==> src/rtl/sdram_cke_pkg.sv <==
package sdram_cke_pkg;

  typedef enum logic [1:0] {
    ST_IDLE_PD     = 2'd0,
    ST_WAKE        = 2'd1,
    ST_ACTIVE      = 2'd2,
    ST_SLEEP_PEND  = 2'd3
  } cke_state_e;

  localparam int unsigned NUM_REQ_SRC = 3;

endpackage

==> src/rtl/sdram_cke_req_merge.sv <==
module sdram_cke_req_merge #(
  parameter int unsigned N_SRC = 3
) (
  input  logic [N_SRC-1:0] req_vec_i,
  output logic             any_req_o
);

  logic [N_SRC:0] chain;

  assign chain[0] = 1'b0;

  for (genvar g = 0; g < N_SRC; g++) begin : g_or
    assign chain[g+1] = chain[g] | req_vec_i[g];
  end

  assign any_req_o = chain[N_SRC];

endmodule

==> src/rtl/sdram_cke_fsm.sv <==
module sdram_cke_fsm
  import sdram_cke_pkg::*;
(
  input  logic       clk_i,
  input  logic       rst_ni,
  input  logic       any_req_i,
  input  logic       op_done_i,
  input  logic       auto_pd_i,
  input  logic       adv_i,
  input  logic       cke_lvl_q_i,
  output cke_state_e state_q_o,
  output cke_state_e state_d_o
);

  cke_state_e state_q, state_d;

  always_comb begin
    state_d = state_q;
    unique case (state_q)
      ST_IDLE_PD: begin
        // skip the wake cycle when the pin is already high or leads by a cycle
        if (any_req_i) state_d = (adv_i || cke_lvl_q_i) ? ST_ACTIVE : ST_WAKE;
      end
      ST_WAKE: state_d = ST_ACTIVE;
      ST_ACTIVE: begin
        if (op_done_i) begin
          if (any_req_i)      state_d = ST_ACTIVE;
          else if (auto_pd_i) state_d = ST_SLEEP_PEND;
          else                state_d = ST_IDLE_PD;
        end
      end
      ST_SLEEP_PEND: state_d = any_req_i ? ST_ACTIVE : ST_IDLE_PD;
      default:       state_d = ST_IDLE_PD;
    endcase
  end

  always_ff @(posedge clk_i or negedge rst_ni) begin
    if (!rst_ni) state_q <= ST_IDLE_PD;
    else         state_q <= state_d;
  end

  assign state_q_o = state_q;
  assign state_d_o = state_d;

endmodule

==> src/rtl/sdram_cke_drive.sv <==
module sdram_cke_drive
  import sdram_cke_pkg::*;
#(
  parameter logic RESET_LEVEL = 1'b1
) (
  input  logic       clk_i,
  input  logic       rst_ni,
  input  cke_state_e state_d_i,
  input  logic       auto_pd_i,
  input  logic       adv_i,
  output logic       cke_lvl_q_o,
  output logic       cke_o
);

  logic cke_d, cke_q;

  assign cke_d = !((state_d_i == ST_IDLE_PD) && auto_pd_i);

  always_ff @(posedge clk_i or negedge rst_ni) begin
    if (!rst_ni) cke_q <= RESET_LEVEL;
    else         cke_q <= cke_d;
  end

  // advanced timing presents the next level one cycle ahead
  assign cke_o       = adv_i ? cke_d : cke_q;
  assign cke_lvl_q_o = cke_q;

endmodule

==> src/rtl/sdram_cke_seq.sv <==
module sdram_cke_seq
  import sdram_cke_pkg::*;
(
  input  logic clk_i,
  input  logic rst_ni,
  input  logic auto_pd_i,
  input  logic adv_cke_en_i,
  input  logic refresh_req_i,
  input  logic access_req_i,
  input  logic cmd_req_i,
  input  logic op_done_i,
  output logic cke_o,
  output logic ready_o
);

  logic [NUM_REQ_SRC-1:0] req_vec;
  logic                   any_req;
  logic                   cke_lvl_q;
  cke_state_e             state_q, state_d;

  assign req_vec = {cmd_req_i, access_req_i, refresh_req_i};

  sdram_cke_req_merge #(
    .N_SRC (NUM_REQ_SRC)
  ) u_merge (
    .req_vec_i (req_vec),
    .any_req_o (any_req)
  );

  sdram_cke_fsm u_fsm (
    .clk_i       (clk_i),
    .rst_ni      (rst_ni),
    .any_req_i   (any_req),
    .op_done_i   (op_done_i),
    .auto_pd_i   (auto_pd_i),
    .adv_i       (adv_cke_en_i),
    .cke_lvl_q_i (cke_lvl_q),
    .state_q_o   (state_q),
    .state_d_o   (state_d)
  );

  sdram_cke_drive #(
    .RESET_LEVEL (1'b1)
  ) u_drive (
    .clk_i       (clk_i),
    .rst_ni      (rst_ni),
    .state_d_i   (state_d),
    .auto_pd_i   (auto_pd_i),
    .adv_i       (adv_cke_en_i),
    .cke_lvl_q_o (cke_lvl_q),
    .cke_o       (cke_o)
  );

  assign ready_o = (state_q == ST_ACTIVE);

endmodule

==> config.mk <==
export PLATFORM = sky130hd
export DESIGN_NAME = sdram_cke_seq
export DESIGN_NICKNAME = d
export VERILOG_FILES = /design/src/rtl/sdram_cke_pkg.sv /design/src/rtl/sdram_cke_req_merge.sv /design/src/rtl/sdram_cke_fsm.sv /design/src/rtl/sdram_cke_drive.sv /design/src/rtl/sdram_cke_seq.sv
export SDC_FILE = /design/constraint.sdc
export NUM_CORES = 1
export LEC_CHECK = 0
export BUFFER_PORTS_ARGS = -buffer_cell sky130_fd_sc_hd__buf_4
export CAP_MARGIN = 30
export CORE_AREA = 2 2 39 41
export CTS_CLUSTER_SIZE = 20
export DETAILED_ROUTE_END_ITERATION = 8
export DIE_AREA = 0 0 41 43
export GPL_TIMING_DRIVEN = 0
export PLACE_DENSITY = 0.39
export SYNTH_ARGS = -nofsm -noshare
export SYNTH_HDL_FRONTEND = slang
export SYNTH_SLANG_ARGS = --single-unit
==> constraint.sdc <==
create_clock -name clk_i -period 1 [get_ports clk_i]
set_input_delay 0.05 -clock clk_i [delete_from_list [all_inputs] [get_ports clk_i]]
set_output_delay 0.05 -clock clk_i [all_outputs]
set_load 0.005 [all_outputs]
==> reports/qor.csv <==
metric,value,unit
"area leader, netlist",dfrtp_1,
CTS H-tree depth,1,
top cell type's share of synthesized area,30.1,%
CTS Buf Count,3,
violated checks,setup timing,
post-route setup slack,-150,ps
Worst-path clk slew,30,ps
CTS root buf,clkbuf_4,
Worst setup SP type,register,
routability cong.,0.663,
ANT nets after route,0,
WL per Instance,9.65,um
largest net degree at the start of global routing,7,
yosys warns,0,
initial antenna violation count,0,
GR Overflow Total,0,
I/O Buffers,9,
count of pins over their slew limit,0,
die extent in x,41,um
Rel. slew slack,74.1,%
# rows,14,
via count,186,
core area,1380,sq um
initial DRC count,0,
clock period minus worst slack,1150,ps
fmax,870,MHz
nets,42,
Remaining DRCs,0,
CTS tree,built,
number of synthesized register bits,3,
WP data required,950,ps
overall routing resource usage,6.53,%
Syn Area/Cell,9.79,sq um
setup TNS,-381,ps
worst hold margin,29.2,ps
library cells used by synthesis,15,
CP endpoint kind,primary output,
Crit path arrival time,1100,ps
Initial Utilization,12.0,%
slew at the pin with the worst max-slew slack,386,ps
static leakage,0.000129,uW
Area contributors post-synth,"dfrtp_1, dfstp_2, nor2b_1",
clk buf depth,2,
clock sink count,3,
share of cells above drive strength 1,57.6,%
Synth Net Count,25,
Post-Route Skew,0.739,ps
Clock Latency Late Sink,230,ps
DR pass1 iterations,1,
critical setup path kind,reg2out,
Mapped Cells,17,
fin crit share,115,%
vias per inst,3.80,
die area,1760,sq um
DP HPWL,306,um
max cap viols,0,
pwr/cell area,1160,nW/um^2
worst min path class,in2reg,
number of I/O pins,10,
area grow syn2layout,94.7,%
sequential cell area fraction in the yosys report,45.9,%
RSZ-0062 raised after global routing,true,
endpoints failing setup,3,
Vert. Die Dim,43,um
crit-path max FO,2,
first-pass GRT wire length,738,um
Final Hold Violating Endpoints,0,
Mapped Area,166,sq um
n_diodes,0,
vias in the first global route,200,
worst vdd ir,0.000351,V
status,"finished, violations left",
DRT Wirelength,473,um
[synth_stat cells, drive strengths merged]
library cell / count
o21ai: 1
a21oi: 1
nand3: 1
a21o: 1
nand4: 1
nor2: 1
or4: 1
a41oi: 1
dfrtp: 2
nor3: 1
xnor2: 1
inv: 1
nor2b: 2
dfstp: 1
o22ai: 1
[final timing paths]
kind	from	depth (start not counted)	slack, ps	endpoint
min	auto_pd_i	2	30	u_drive.cke_lvl_q_o$_DFF_PN1_
max reg2reg	u_fsm.state_q_o[1]$_DFF_PN0_	2	-130	u_fsm.state_q_o[0]$_DFF_PN0_
min in group asynchronous	rst_ni	2	150	u_fsm.state_q_o[1]$_DFF_PN0_
max in group asynchronous	rst_ni	2	670	u_drive.cke_lvl_q_o$_DFF_PN1_
min reg2reg	u_fsm.state_q_o[0]$_DFF_PN0_	2	610	u_fsm.state_q_o[0]$_DFF_PN0_
max	u_fsm.state_q_o[0]$_DFF_PN0_	3	-150	cke_o
[cell type report]
class	count	area, sq um
clock buffers	4	26.3
fillers	155	1060
inverters	1	3.75
multi-input cells	13	105
flip-flops and latches	3	76.3
well taps	16	20.0
repair buffers	12	92.6
[metal layers]
layer | up-vias | track usage (%) | wire (um) | share of wire [%]
li1 | 96 | - | - | -
met1 | 80 | 8.39 | 213 | 45
met2 | 10 | 7.50 | 198 | 42
met3 | 0 | 1.57 | 61 | 13
met4 | 0 | 8.00 | 0 | 0
met5 | - | 0 | 0 | 0
[registers in the layout (all words and copies together), names as in the netlist]
name	flops
u_drive.cke_lvl_q_o	1
u_fsm.state_q_o	2
[what timing repair did]
item,4_1_cts,5_1_grt
resized for setup,1,2
endpoints found under the setup margin,3,4
pin swaps,2,0
hold endpoints to repair,3,0
setup buffers,2,0
hold buffers,1,0
[layout by cell type (no fill, tap or decap), drive strengths merged]
| cell type | n |
|---|---|
| nor2b | 2 |
| nor2 | 1 |
| a21oi | 1 |
| o21ai | 1 |
| nor3 | 1 |
| dfstp | 1 |
| a21o | 1 |
| inv | 1 |
| clkbuf | 4 |
| xnor2 | 1 |
| or4 | 1 |
| dlygate4sd3 | 1 |
| buf | 11 |
| nand3 | 1 |
| nand4 | 1 |
| o22ai | 1 |
| dfrtp | 2 |
| a41oi | 1 |
[worst max-delay path, cell delays in order (launching register included)]
cell and delay, ps:
dfrtp_1 400, xnor2_2 200, a41oi_2 120, buf_4 160
[power by group]
group | switching (uW) | internal, uW
combinational | 17.7 | 27.4
clock | 58.9 | 149
sequential | 0.926 | 123
total | 77.5 | 300
[stage by stage]
step	cells	utilization (%)	worst slack (ps)	total power (uW)	area, sq um
after floorplan	17	-	-55.6	134	166
after global placement	42	18.4	-127	162	254
after detailed placement	42	18.4	-134	163	254
after CTS	49	22.3	-166	389	309
after global routing	49	23.4	-209	410	324
final	49	23.4	-150	377	324
[logic make-up (layout without fill, tap and decap cells)]
family	count (synthesis)	count (layout)	synth area share [%]
XOR/XNOR	1	1	5.26
flip-flops	3	3	45.9
buffers and inverters	1	17	2.25
AND/OR/NAND/NOR	7	7	27.1
AO/OA/AOI/OAI	5	5	19.5
No activity file was read; power rests on OpenSTA's default activity.
